===== config.mk =====
export PLATFORM = sky130hd
export DESIGN_NAME = dual_dptr
export DESIGN_NICKNAME = d
export VERILOG_FILES = /design/src/rtl/dptr_pkg.sv /design/src/rtl/dptr_sfr_decode.sv /design/src/rtl/dptr_select_reg.sv /design/src/rtl/dptr_store_split.sv /design/src/rtl/dptr_store_shared.sv /design/src/rtl/dual_dptr.sv
export SDC_FILE = /design/constraint.sdc
export NUM_CORES = 1
export LEC_CHECK = 0
export ABC_CLOCK_PERIOD_IN_PS = 3700
export BUFFER_PORTS_ARGS = -buffer_cell sky130_fd_sc_hd__buf_2
export CORE_ASPECT_RATIO = 1.75
export CORE_UTILIZATION = 30
export DETAILED_ROUTE_END_ITERATION = 7
export PLACE_DENSITY_LB_ADDON = 0.1
export SETUP_SLACK_MARGIN = 0.1
export SYNTH_ARGS = -nofsm -noshare
export SYNTH_HDL_FRONTEND = slang
export SYNTH_HIERARCHICAL = 1
export SYNTH_SLANG_ARGS = --single-unit

===== constraint.sdc =====
create_clock -name clk -period 3.7 [get_ports clk]
set_clock_uncertainty 0.2 [all_clocks]
set_input_delay 0.925 -clock clk [delete_from_list [all_inputs] [get_ports clk]]
set_output_delay 0.925 -clock clk [all_outputs]
set_load 0.005 [all_outputs]

===== src/rtl/dptr_pkg.sv =====
// Package: shared widths, types and helpers for the dual data pointer.
// Assumes an 8-bit SFR bus and 16-bit pointers built from two bytes.
package dptr_pkg;

    localparam int DPTR_BYTE_W = 8;
    localparam int DPTR_W      = 2 * DPTR_BYTE_W;
    localparam int DPTR_NUM    = 2;

    typedef logic [DPTR_BYTE_W-1:0] sfr_byte_t;
    typedef logic [DPTR_W-1:0]      dptr_t;
    typedef logic [DPTR_NUM-1:0]    dptr_mask_t;

    typedef enum logic {
        SEL_PTR0 = 1'b0,
        SEL_PTR1 = 1'b1
    } dptr_sel_e;

    // Replace the addressed bytes of a pointer with write data.
    function automatic dptr_t dptr_merge(input dptr_t cur, input logic wr_lo,
                                         input logic wr_hi, input sfr_byte_t d);
        dptr_t res;
        res = cur;
        if (wr_lo) res[DPTR_BYTE_W-1:0]      = d;
        if (wr_hi) res[DPTR_W-1:DPTR_BYTE_W] = d;
        return res;
    endfunction

    // Next value of a pointer under increment, wrapping at the top.
    function automatic dptr_t dptr_bump(input dptr_t cur);
        return cur + dptr_t'(1);
    endfunction

endpackage


===== src/rtl/dptr_sfr_decode.sv =====
// Module: SFR address decoder for the dual data pointer.
// Flags which register an address selects and gates the write strobe.
// In shared mode (SHARED=1) the second pointer's addresses are not decoded.
module dptr_sfr_decode
    import dptr_pkg::*;
#(
    parameter bit        SHARED  = 1'b0,
    parameter sfr_byte_t SEL_ADR = 8'hA2,
    parameter sfr_byte_t P0L_ADR = 8'h82,
    parameter sfr_byte_t P0H_ADR = 8'h83,
    parameter sfr_byte_t P1L_ADR = 8'h84,
    parameter sfr_byte_t P1H_ADR = 8'h85
) (
    input  sfr_byte_t  addr,
    input  logic       wr,
    output logic       hit,
    output logic       sel_hit,
    output logic       sel_wr,
    output dptr_mask_t lo_hit,
    output dptr_mask_t hi_hit,
    output dptr_mask_t lo_wr,
    output dptr_mask_t hi_wr
);

    localparam sfr_byte_t LO_ADR [DPTR_NUM] = '{P0L_ADR, P1L_ADR};
    localparam sfr_byte_t HI_ADR [DPTR_NUM] = '{P0H_ADR, P1H_ADR};

    // Select register match.
    assign sel_hit = (addr == SEL_ADR);
    assign sel_wr  = sel_hit & wr;

    // Per-pointer byte matches; pointer 1 is absent when shared.
    for (genvar g = 0; g < DPTR_NUM; g++) begin : g_ptr
        if (SHARED && g != 0) begin : g_off
            assign lo_hit[g] = 1'b0;
            assign hi_hit[g] = 1'b0;
        end else begin : g_on
            assign lo_hit[g] = (addr == LO_ADR[g]);
            assign hi_hit[g] = (addr == HI_ADR[g]);
        end
    end

    assign lo_wr = lo_hit & {DPTR_NUM{wr}};
    assign hi_wr = hi_hit & {DPTR_NUM{wr}};
    assign hit   = sel_hit | (|lo_hit) | (|hi_hit);

endmodule


===== src/rtl/dptr_select_reg.sv =====
// Module: one-bit pointer select register.
// Holds the select flag and reports a write that changes its value.
// Assumes sel_wr is already gated by the address decode.
module dptr_select_reg
    import dptr_pkg::*;
(
    input  logic      clk,
    input  logic      rst_n,
    input  logic      sel_wr,
    input  logic      wbit,
    output dptr_sel_e sel_q,
    output logic      sel_chg
);

    // Capture bit 0 of the write data on a select write.
    always_ff @(posedge clk) begin
        if (!rst_n)      sel_q <= SEL_PTR0;
        else if (sel_wr) sel_q <= dptr_sel_e'(wbit);
    end

    // Change request: a write carrying the opposite value.
    assign sel_chg = sel_wr & (wbit != sel_q);

    assert_sel_capture_R2: assert property (@(posedge clk) disable iff (!rst_n)
        sel_wr |=> (sel_q == dptr_sel_e'($past(wbit))));

    assert_sel_hold_R2: assert property (@(posedge clk) disable iff (!rst_n)
        !sel_wr |=> $stable(sel_q));

endmodule


===== src/rtl/dptr_store_split.sv =====
// Module: pointer storage for the split arrangement.
// Each pointer has its own registers; the select only steers the increment.
// A byte write to a pointer overrides an increment of that pointer.
module dptr_store_split
    import dptr_pkg::*;
(
    input  logic                      clk,
    input  logic                      rst_n,
    input  dptr_sel_e                 sel_q,
    input  logic                      inc,
    input  dptr_mask_t                lo_wr,
    input  dptr_mask_t                hi_wr,
    input  sfr_byte_t                 wdata,
    output logic [DPTR_NUM-1:0][DPTR_W-1:0] view,
    output dptr_t                     active
);

    logic [DPTR_NUM-1:0][DPTR_W-1:0] ptr_q;

    for (genvar g = 0; g < DPTR_NUM; g++) begin : g_ptr
        // Update one pointer: write first, else increment when selected.
        always_ff @(posedge clk) begin
            if (!rst_n)
                ptr_q[g] <= '0;
            else if (lo_wr[g] | hi_wr[g])
                ptr_q[g] <= dptr_merge(ptr_q[g], lo_wr[g], hi_wr[g], wdata);
            else if (inc && sel_q == dptr_sel_e'(g))
                ptr_q[g] <= dptr_bump(ptr_q[g]);
        end

        assert_wr_over_inc_R10: assert property (@(posedge clk) disable iff (!rst_n)
            (lo_wr[g] && !hi_wr[g]) |=>
                (ptr_q[g][DPTR_W-1:DPTR_BYTE_W] == $past(ptr_q[g][DPTR_W-1:DPTR_BYTE_W])));

        assert_unselected_still_R4: assert property (@(posedge clk) disable iff (!rst_n)
            (sel_q != dptr_sel_e'(g) && !lo_wr[g] && !hi_wr[g]) |=> $stable(ptr_q[g]));
    end

    assign view   = ptr_q;
    assign active = ptr_q[sel_q];

endmodule


===== src/rtl/dptr_store_shared.sv =====
// Module: pointer storage for the shared arrangement.
// One visible pair plus a shadow slot per pointer. A select change saves the
// visible pair into the old slot and loads the visible pair from the new one.
// Assumes at most one SFR write per cycle, so a write never meets a swap.
module dptr_store_shared
    import dptr_pkg::*;
(
    input  logic                      clk,
    input  logic                      rst_n,
    input  dptr_sel_e                 sel_q,
    input  logic                      sel_wr,
    input  logic                      sel_chg,
    input  logic                      inc,
    input  dptr_mask_t                lo_wr,
    input  dptr_mask_t                hi_wr,
    input  sfr_byte_t                 wdata,
    output logic [DPTR_NUM-1:0][DPTR_W-1:0] view,
    output dptr_t                     active
);

    dptr_t                           vis_q;
    logic [DPTR_NUM-1:0][DPTR_W-1:0] shadow_q;
    dptr_t                           base;
    dptr_t                           vis_d;
    dptr_sel_e                       sel_new;

    assign sel_new = dptr_sel_e'(~sel_q);

    // Source of the next visible value: swapped-in shadow or current value.
    always_comb begin
        base = sel_chg ? shadow_q[sel_new] : vis_q;
        if (lo_wr[0] | hi_wr[0])
            vis_d = dptr_merge(vis_q, lo_wr[0], hi_wr[0], wdata);
        else if (inc)
            vis_d = dptr_bump(base);
        else
            vis_d = base;
    end

    // Visible pair register.
    always_ff @(posedge clk) begin
        if (!rst_n) vis_q <= '0;
        else        vis_q <= vis_d;
    end

    for (genvar g = 0; g < DPTR_NUM; g++) begin : g_shadow
        // Save the visible pair into the slot being left.
        always_ff @(posedge clk) begin
            if (!rst_n)
                shadow_q[g] <= '0;
            else if (sel_chg && sel_q == dptr_sel_e'(g))
                shadow_q[g] <= vis_q;
        end
    end

    assign view[0] = vis_q;
    for (genvar g = 1; g < DPTR_NUM; g++) begin : g_view
        assign view[g] = '0;
    end
    assign active = vis_q;

    assert_no_swap_same_R6: assert property (@(posedge clk) disable iff (!rst_n)
        (sel_wr && !sel_chg && !inc) |=> $stable(vis_q));

    assert_save_old_R7: assert property (@(posedge clk) disable iff (!rst_n)
        sel_chg |=> (shadow_q[$past(sel_q)] == $past(vis_q)));

    assert_load_new_R7: assert property (@(posedge clk) disable iff (!rst_n)
        (sel_chg && !inc) |=> (vis_q == $past(shadow_q[sel_new])));

    assert_swap_then_inc_R9: assert property (@(posedge clk) disable iff (!rst_n)
        (sel_chg && inc) |=> (vis_q == dptr_bump($past(shadow_q[sel_new]))));

endmodule


===== src/rtl/dual_dptr.sv =====
// Module: switchable dual data pointer (top).
// Decodes the SFR port, holds the select flag and instantiates the storage
// variant picked by SHARED. Read data is combinational from the registers.
module dual_dptr
    import dptr_pkg::*;
#(
    parameter bit        SHARED  = 1'b0,
    parameter sfr_byte_t SEL_ADR = 8'hA2,
    parameter sfr_byte_t P0L_ADR = 8'h82,
    parameter sfr_byte_t P0H_ADR = 8'h83,
    parameter sfr_byte_t P1L_ADR = 8'h84,
    parameter sfr_byte_t P1H_ADR = 8'h85
) (
    input  logic        clk,
    input  logic        rst_n,
    input  logic [7:0]  sfr_addr,
    input  logic        sfr_wr,
    input  logic [7:0]  sfr_wdata,
    output logic        sfr_hit,
    output logic [7:0]  sfr_rdata,
    input  logic        ptr_inc,
    output logic [15:0] ptr_out,
    output logic        ptr_sel
);

    logic                            sel_hit;
    logic                            sel_wr;
    logic                            sel_chg;
    dptr_sel_e                       sel_q;
    dptr_mask_t                      lo_hit;
    dptr_mask_t                      hi_hit;
    dptr_mask_t                      lo_wr;
    dptr_mask_t                      hi_wr;
    logic [DPTR_NUM-1:0][DPTR_W-1:0] view;
    dptr_t                           active;

    dptr_sfr_decode #(
        .SHARED (SHARED),  .SEL_ADR(SEL_ADR),
        .P0L_ADR(P0L_ADR), .P0H_ADR(P0H_ADR),
        .P1L_ADR(P1L_ADR), .P1H_ADR(P1H_ADR)
    ) u_decode (
        .addr   (sfr_addr), .wr    (sfr_wr),   .hit   (sfr_hit),
        .sel_hit(sel_hit),  .sel_wr(sel_wr),
        .lo_hit (lo_hit),   .hi_hit(hi_hit),   .lo_wr (lo_wr), .hi_wr(hi_wr)
    );

    dptr_select_reg u_select (
        .clk(clk), .rst_n(rst_n), .sel_wr(sel_wr), .wbit(sfr_wdata[0]),
        .sel_q(sel_q), .sel_chg(sel_chg)
    );

    if (SHARED) begin : g_shared
        dptr_store_shared u_store (
            .clk(clk), .rst_n(rst_n), .sel_q(sel_q), .sel_wr(sel_wr),
            .sel_chg(sel_chg), .inc(ptr_inc), .lo_wr(lo_wr), .hi_wr(hi_wr),
            .wdata(sfr_wdata), .view(view), .active(active)
        );
    end else begin : g_split
        dptr_store_split u_store (
            .clk(clk), .rst_n(rst_n), .sel_q(sel_q), .inc(ptr_inc),
            .lo_wr(lo_wr), .hi_wr(hi_wr), .wdata(sfr_wdata),
            .view(view), .active(active)
        );
    end

    // Read mux: select register or the addressed pointer byte, else zero.
    always_comb begin
        sfr_rdata = '0;
        if (sel_hit) sfr_rdata = {{(DPTR_BYTE_W-1){1'b0}}, sel_q};
        for (int i = 0; i < DPTR_NUM; i++) begin
            if (lo_hit[i]) sfr_rdata = view[i][DPTR_BYTE_W-1:0];
            if (hi_hit[i]) sfr_rdata = view[i][DPTR_W-1:DPTR_BYTE_W];
        end
    end

    assign ptr_out = active;
    assign ptr_sel = sel_q;

    assert_wrap_R8: assert property (@(posedge clk) disable iff (!rst_n)
        (ptr_inc && ptr_out == 16'hFFFF && !sfr_wr) |=> (ptr_out == 16'h0000));

    assert_inc_step_R8: assert property (@(posedge clk) disable iff (!rst_n)
        (ptr_inc && !sfr_wr) |=> (ptr_out == 16'($past(ptr_out) + 16'd1)));

    assert_miss_zero_R11: assert property (@(posedge clk) disable iff (!rst_n)
        !sfr_hit |-> (sfr_rdata == 8'h00));

endmodule


==> qor.csv, run 1 <==
stage,metric,value,unit
outcome,run status,"complete, no violations",
setup_path,crit path DAT,2.33,ns
min_path,HP Class,reg -> reg,
floorplanning,Row Count,44,
finish,share of cells above drive strength 1,0.2356,
sta,Min Hold Slack,0.3384,ns
finish,end-of-flow core utilization,0.3797,
synth,Ys Warns,6,
route,routed vias/inst,5.523,
finish,most frequent cells in the layout,"buf_2 (45), nand2_1 (39), dfxtp_1 (33)",
cts,CTS Sinks,33,
power,Tot Pwr,0.8892,mW
synth,Mapped Area,2590,µm²
cts,CTS root buf,clkbuf_16,
finish,area grow syn2layout,21.88,%
grt,pin count of the biggest net entering global routing,24,
route,vias post-DR,2839,
cts,"Clk pin slew, worst setup/hold paths",0.06,ns
floorplanning,Starting Density,0.3116,
synth,synthesized area per cell,7.379,µm²
sta,Tcrit/Tclk final,0.9338,
floorplanning,I/O pins,46,
grt,first-pass GRT wire length,15550,µm
setup_path,crit path capture type,output pin,
setup_path,Setup crit start kind,input port,
route,drt wl/cell,18.86,µm
power,VDD IR-drop max,0.1599,mV
sta,setup TNS,0,ns
cts,CTS Hold Bufs,0,
sta,crit path time final,3.455,ns
cts,Num CTS Buffers,5,
route,total wire length,9695,µm
floorplanning,chip width,72.24,µm
finish,Layout Nets,420,
power,PD cells,281.7,nW/µm²
grt,GRT Total Usage,0.2281,
grt,vias in the first global route,2862,
finish,"commonest non-fill, non-tap cell in the layout",buf_2,
placement,pre-CTS setup slack,0.04451,ns
setup_path,CP required,2.57,ns
power,P_leak,1.136,nW
floorplanning,die height,124.9,µm
sta,# setup viols final,0,
setup_path,Crit path top cell by count,buf_2,
setup_path,CP top delay family,compound AO/OA/AOI/OAI gates,
cts,H-tree depth,2,
synth,Synthesized Nets,373,
sta,Final WS setup,0.2450,ns
setup_path,worst path cell trace,buf_2 > nor3b_2 > nand2_1 > nor2_2 > buf_12 > a21oi_1 > a221o_1 > a21oi_2 > buf_2,
sta,Worst-Margin Slew,0.8823,ns
finish,final non-filler cell total,514,
cts,TritonCTS clock tree,built,
cts,worst skew pair latency,0.29,ns
placement,Placed Cells,506,
placement,Area after DPL,2989,µm²
sta,RSZ-0062 raised after global routing,no,
route,Antenna Nets Post-Route,0,
floorplanning,die area,9023,µm²
sta,Final Hold Fails,0,
finish,antenna cells,0,
sta,Slew headroom,0.4096,
placement,port bufs,45,
sta,Max Freq,0.2894,GHz
floorplanning,core area,8313,µm²
sta,final max-slew violation count,0,
route,Detailed Route Iter0 Violations,165,
setup_path,Worst path slowest cell,a221o_1,
grt,initial antenna violation count,0,
cts,Longest Clk Path Bufs,2,
route,TritonRoute pass-1 iters,4,
setup_path,CP Buf/Inv Count,3,
finish,final instance area,3157,µm²
setup_path,CP max FO,12,
placement,gpl congestion,0.8880,
setup_path,Worst path max stage delay,0.34,ns
grt,total gr overflow,0,
route,DRC Markers,0,
synth,Mapped Cells,351,
setup_path,reg2reg setup slack,1.45,ns
cts,postcts setup bufs,0,
placement,DP HPWL,7335,µm
flow_run,max-cap violations,0,
setup_path,Setup CP Type,in -> out,
==> worst reg2reg max path, stage by stage, from the launching register on <==
cell and delay (ns):
dfxtp_1 0.41, buf_4 0.32, nand3b_1 0.35, or4_1 0.49
mux2_2 0.27, a31oi_1 0.12
==> sequential cells by signal, indices dropped and copies added, names as in the netlist <==
| signal | cells |
|---|---|
| g_split.u_store/view | 32 |
| u_select/sel_q | 1 |
==> path summary, 6_finish.rpt <==
kind | startpoint | end | depth (start not counted)
max | sfr_addr[5] | sfr_rdata[0] | 9
min | g_split.u_store/view[13] | g_split.u_store/view[13] | 2
max reg2reg | u_select/sel_q | g_split.u_store/view[31] | 5
min reg2reg | g_split.u_store/view[13] | g_split.u_store/view[13] | 2
==> report_power, final <==
part	internal, mW	total [mW]	switching [mW]
clock network	0.268	0.444	0.176
logic	0.0315	0.0729	0.0415
registers	0.361	0.373	0.0116
==> area by class of cell <==
cell class,instances,area [µm²]
clock buffers,6,138.9
flip-flops and latches,33,660.6
well taps,115,143.9
inverters,11,41.29
fillers,909,5156
repair buffers,57,327.8
clock inverters,2,13.76
multi-input cells,290,1831
==> repair_timing <==
action | CTS | global route
gates cloned | 0 | 0
endpoints found under the setup margin | 5 | 6
resized for setup | 1 | 3
pin swaps | 0 | 3
==> per-layer routing <==
layer | up-vias | GRT usage | wire length (µm)
li1 | 1398 | - | -
met1 | 1360 | 0.2617 | 3895
met2 | 62 | 0.4129 | 5211
met3 | 19 | 0.02913 | 267
met4 | 0 | 0.09112 | 321
met5 | - | 0 | 0
(Power assumes the default switching activity.)
==> run 2, diff against run 1 <==
--- a/config.mk
+++ b/config.mk
@@ -10,7 +10,6 @@
 export CORE_ASPECT_RATIO = 1.75
 export CORE_UTILIZATION = 30
 export DETAILED_ROUTE_END_ITERATION = 7
-export PLACE_DENSITY_LB_ADDON = 0.1
 export SETUP_SLACK_MARGIN = 0.1
 export SYNTH_ARGS = -nofsm -noshare
 export SYNTH_HDL_FRONTEND = slang
==> qor.csv, run 2 (synthesis results as in run 1) <==
stage,metric,value,unit
outcome,run status,"complete, no violations",
setup_path,CP top delay family,simple AND/OR/NAND/NOR gates,
power,VDD IR-drop max,0.1740,mV
setup_path,worst path cell trace,buf_2 > nor3b_2 > nand2_1 > nor2_2 > buf_12 > nor2b_4 > a221oi_1 > o31ai_1 > buf_2,
floorplanning,core area,8313,µm²
power,Tot Pwr,0.8712,mW
grt,initial antenna violation count,0,
finish,most frequent cells in the layout,"buf_2 (45), nand2_1 (38), dfxtp_1 (33)",
floorplanning,I/O pins,46,
grt,GRT Total Usage,0.2187,
sta,setup TNS,0,ns
sta,crit path time final,3.497,ns
sta,Slew headroom,0.4175,
setup_path,crit path DAT,2.37,ns
min_path,Hold Path Stages,2,
finish,share of cells above drive strength 1,0.2444,
finish,max reg flops,32,
setup_path,R2R depth,4,
route,vias post-DR,3007,
floorplanning,Starting Density,0.3116,
route,routed vias/inst,5.828,
sta,Worst-Margin Slew,0.8725,ns
sta,Final WS setup,0.2027,ns
grt,total gr overflow,0,
placement,DP HPWL,7167,µm
setup_path,r2r startpoint,u_select/sel_q,
route,Antenna Nets Post-Route,0,
setup_path,Worst path slowest cell,a221oi_1,
setup_path,CP required,2.57,ns
finish,end-of-flow core utilization,0.3856,
setup_path,Worst path max stage delay,0.32,ns
route,Detailed Route Iter0 Violations,228,
route,TritonRoute pass-1 iters,5,
cts,TritonCTS clock tree,built,
min_path,HP Class,reg -> reg,
cts,"Clk pin slew, worst setup/hold paths",0.05,ns
sta,# setup viols final,0,
placement,port bufs,45,
grt,vias in the first global route,2827,
floorplanning,die height,124.9,µm
cts,CTS root buf,clkbuf_16,
sta,final max-slew violation count,0,
route,drt wl/cell,18.55,µm
finish,"commonest non-fill, non-tap cell in the layout",buf_2,
setup_path,CP Buf/Inv Count,3,
finish,Layout Nets,423,
cts,worst skew pair latency,0.29,ns
finish,area grow syn2layout,23.77,%
cts,H-tree depth,2,
grt,first-pass GRT wire length,15070,µm
cts,Num CTS Buffers,5,
cts,CTS Hold Bufs,0,
setup_path,CP max FO,12,
sta,RSZ-0062 raised after global routing,no,
min_path,"Endpoint, Worst Hold",g_split.u_store/view[13],
placement,gpl congestion,0.9349,
finish,Filler cells,898,
sta,Tcrit/Tclk final,0.9452,
power,PD cells,271.8,nW/µm²
floorplanning,chip width,72.24,µm
power,P_leak,1.154,nW
floorplanning,die area,9023,µm²
setup_path,reg2reg setup slack,1.12,ns
finish,antenna cells,0,
setup_path,R2R Path End,g_split.u_store/view[31],
flow_run,max-cap violations,0,
cts,Longest Clk Path Bufs,2,
route,DRC Markers,0,
grt,pin count of the biggest net entering global routing,23,
sta,Max Freq,0.2859,GHz
cts,CTS Sinks,33,
setup_path,crit path capture type,output pin,
sta,Final Hold Fails,0,
placement,pre-CTS setup slack,0.09758,ns
route,total wire length,9570,µm
setup_path,Setup crit start kind,input port,
min_path,min-delay src,g_split.u_store/view[13],
setup_path,Crit path top cell by count,buf_2,
floorplanning,Row Count,44,
setup_path,Setup CP Type,in -> out,
## run 2: per-stage QoR
step	hold slack (ns)	instances	area (µm²)
4_1_cts	0.3240	515	3159
3_5_place_dp	0.3169	508	3017
2_1_floorplan	0.2840	351	2590
5_1_grt	0.3761	516	3206
6_report	0.3288	516	3206
3_3_place_gp	0.3083	508	3017
## run 2: worst max path at each step
stage / startpoint / to / slack (ns) / cells after the start
2_1_floorplan: sfr_addr[2] / sfr_rdata[0] / 0.58 / 6
3_3_place_gp: sfr_addr[0] / sfr_rdata[7] / 0.17 / 8
3_5_place_dp: sfr_addr[5] / sfr_rdata[3] / 0.1 / 8
4_1_cts: sfr_addr[5] / sfr_rdata[2] / 0.12 / 8
5_1_grt: sfr_addr[5] / sfr_rdata[3] / 0.1 / 9
6_report: sfr_addr[5] / sfr_rdata[3] / 0.20 / 9
## run 2: area by class of cell
cell class / count / area (µm²) / share of cell area
timing repair buffer: 60 / 362.8 / 0.1132
inverter: 11 / 41.29 / 0.01288
tap: 115 / 143.9 / 0.04489
multi-input combinational: 290 / 1854 / 0.5785
clock buffer: 7 / 142.6 / 0.04450
sequential: 33 / 660.6 / 0.2061
## run 2: what timing repair did
action,CTS,global route
pin swaps,1,2
endpoints found under the setup margin,1,6
resized for setup,0,8
buffers inserted,0,1
## run 2: worst reg2reg max path, stage by stage, from the launching register on
cell,delay (ns)
dfxtp_1,0.88
nand3b_1,0.50
or4_1,0.52
mux2_2,0.27
a31oi_1,0.13
## run 2: per-layer routing
metal / up-vias / wire length, µm / track usage / part of all wire
met4: 0 / 401 / 0.1407 / 0.042
met3: 37 / 469 / 0.02994 / 0.049
met1: 1439 / 3464 / 0.2403 / 0.36
met5: - / 0 / 0 / 0
li1: 1411 / - / - / -
met2: 120 / 5235 / 0.3810 / 0.55
## run 2: power by group
group / leakage, nW / internal (mW) / switching [mW]
combinational: 0.818 / 0.0318 / 0.0433
clock: 0.0700 / 0.264 / 0.158
sequential: 0.266 / 0.361 / 0.0121
==> run 3, diff against run 2 <==
--- a/config.mk
+++ b/config.mk
@@ -8,8 +8,11 @@
 export ABC_CLOCK_PERIOD_IN_PS = 3700
 export BUFFER_PORTS_ARGS = -buffer_cell sky130_fd_sc_hd__buf_2
 export CORE_ASPECT_RATIO = 1.75
-export CORE_UTILIZATION = 30
+export CORE_UTILIZATION = 60
+export CTS_BUF_LIST = sky130_fd_sc_hd__clkbuf_4 sky130_fd_sc_hd__clkbuf_8
 export DETAILED_ROUTE_END_ITERATION = 7
+export PLACE_DENSITY = 0.85
+export RECOVER_POWER = 50
 export SETUP_SLACK_MARGIN = 0.1
 export SYNTH_ARGS = -nofsm -noshare
 export SYNTH_HDL_FRONTEND = slang
==> qor.csv, run 3 (synthesis results as in run 1) <==
stage,metric,value,unit
setup_path,Worst path max stage delay,0.26,ns
route,vias post-DR,3051,
setup_path,CP max FO,5,
setup_path,crit path DAT,2.35,ns
setup_path,worst path cell trace,buf_2 > nor3_2 > nand2_1 > nor2_4 > nor2b_4 > a221oi_1 > o31ai_1 > buf_2,
setup_path,CP top delay family,simple AND/OR/NAND/NOR gates,
setup_path,crit path capture type,output pin,
route,routed vias/inst,6.856,
grt,pin count of the biggest net entering global routing,28,
sta,Slew headroom,0.2792,
power,P_leak,1.074,nW
outcome,run status,"complete, no violations",
route,DRC Markers,0,
power,PD cells,247.2,nW/µm²
finish,"commonest non-fill, non-tap cell in the layout",buf_2,
grt,GRT Total Usage,0.3985,
floorplanning,core area,4150,µm²
sta,setup TNS,0,ns
setup_path,Setup crit start kind,input port,
setup_path,CP required,2.57,ns
finish,end-of-flow core utilization,0.7166,
sta,crit path time final,3.473,ns
cts,Longest Clk Path Bufs,2,
sta,final max-slew violation count,0,
grt,total gr overflow,0,
placement,port bufs,45,
grt,initial antenna violation count,0,
floorplanning,I/O pins,46,
cts,"Clk pin slew, worst setup/hold paths",0.07,ns
setup_path,Crit path top cell by count,buf_2,
cts,worst skew pair latency,0.29,ns
sta,Worst-Margin Slew,1.080,ns
placement,gpl congestion,0.9450,
cts,CTS Hold Bufs,0,
sta,RSZ-0062 raised after global routing,no,
finish,max reg flops,32,
sta,Max Freq,0.2879,GHz
placement,DP HPWL,6092,µm
grt,first-pass GRT wire length,13340,µm
finish,area grow syn2layout,14.83,%
floorplanning,Row Count,31,
floorplanning,Starting Density,0.6241,
floorplanning,chip width,51.67,µm
finish,antenna cells,0,
finish,Layout Nets,418,
cts,CTS Sinks,33,
floorplanning,die height,88.92,µm
cts,CTS root buf,clkbuf_8,
grt,vias in the first global route,2816,
sta,Tcrit/Tclk final,0.9388,
cts,H-tree depth,2,
route,total wire length,8541,µm
finish,most frequent cells in the layout,"buf_2 (43), nand2_1 (38), dfxtp_1 (33)",
setup_path,Setup CP Type,in -> out,
min_path,HP Class,reg -> reg,
floorplanning,die area,4594,µm²
finish,share of cells above drive strength 1,0.2172,
route,drt wl/cell,19.19,µm
flow_run,max-cap violations,0,
sta,Final Hold Fails,0,
power,VDD IR-drop max,0.2329,mV
cts,TritonCTS clock tree,built,
route,Antenna Nets Post-Route,0,
setup_path,CP Buf/Inv Count,2,
sta,# setup viols final,0,
cts,Num CTS Buffers,5,
route,TritonRoute pass-1 iters,4,
setup_path,Worst path slowest cell,o31ai_1,
route,Detailed Route Iter0 Violations,138,
[run 3: cell types whose count changed in the layout (fill, tap and decap cells not counted), sizes merged]
cell	previous run	this run
buf	60	50
clkbuf	7	12
[run 3: layer usage]
| layer | up-vias | global-route usage | share of wire |
|---|---|---|---|
| met4 | 0 | 0.2899 | 0.052 |
| li1 | 1401 | - | - |
| met1 | 1426 | 0.4316 | 0.35 |
| met5 | - | 0 | 0 |
| met2 | 185 | 0.6789 | 0.51 |
| met3 | 39 | 0.07313 | 0.090 |
[run 3: path summary, 6_finish.rpt]
path | startpoint | endpoint | slack [ns] | depth (start not counted)
min | g_split.u_store/view[13] | g_split.u_store/view[13] | 0.34 | 2
min reg2reg | g_split.u_store/view[13] | g_split.u_store/view[13] | 0.34 | 2
max reg2reg | u_select/sel_q | g_split.u_store/view[31] | 0.99 | 4
max | sfr_addr[0] | sfr_rdata[7] | 0.23 | 8
[run 3: final cells by class]
class,instances,area [µm²]
Inverter,11,41.29
Sequential cell,33,660.6
Tap cell,49,61.31
Fill cell,351,1176
Timing Repair Buffer,55,290.3
Clock buffer,7,90.09
Multi-Input combinational cell,290,1831
[run 3: per-stage QoR]
stage	total power, mW	setup WS (ns)	instances	instance area, µm²	hold slack [ns]
after CTS	0.7346	0.1891	445	2977	0.3311
after detailed placement	0.4461	0.06288	438	2879	0.3216
after global routing	0.7575	0.07818	445	2974	0.3655
after floorplan	0.4121	0.5843	351	2590	0.2840
final	0.7352	0.2266	445	2974	0.3386
after global placement	0.4443	0.1377	438	2879	0.3138
[run 3: report_power, final]
group / internal [mW] / switching (mW) / total (mW) / leakage, nW
Combinational: 0.0302 / 0.0411 / 0.0714 / 0.760
Clock: 0.155 / 0.138 / 0.293 / 0.0477
Sequential: 0.361 / 0.0106 / 0.371 / 0.266
[run 3: repair_timing]
| item | in CTS | in global routing |
|---|---|---|
| setup endpoints to repair | 6 | 6 |
| setup buffers | 0 | 0 |
| pin swaps | 0 | 2 |
| resized for setup | 2 | 4 |
[run 3: worst reg2reg max path, stage by stage, from the launching register on]
cell	delay [ns]
dfxtp_1	1.04
nand3b_1	0.50
or4_1	0.52
mux2_2	0.28
a31oi_1	0.12
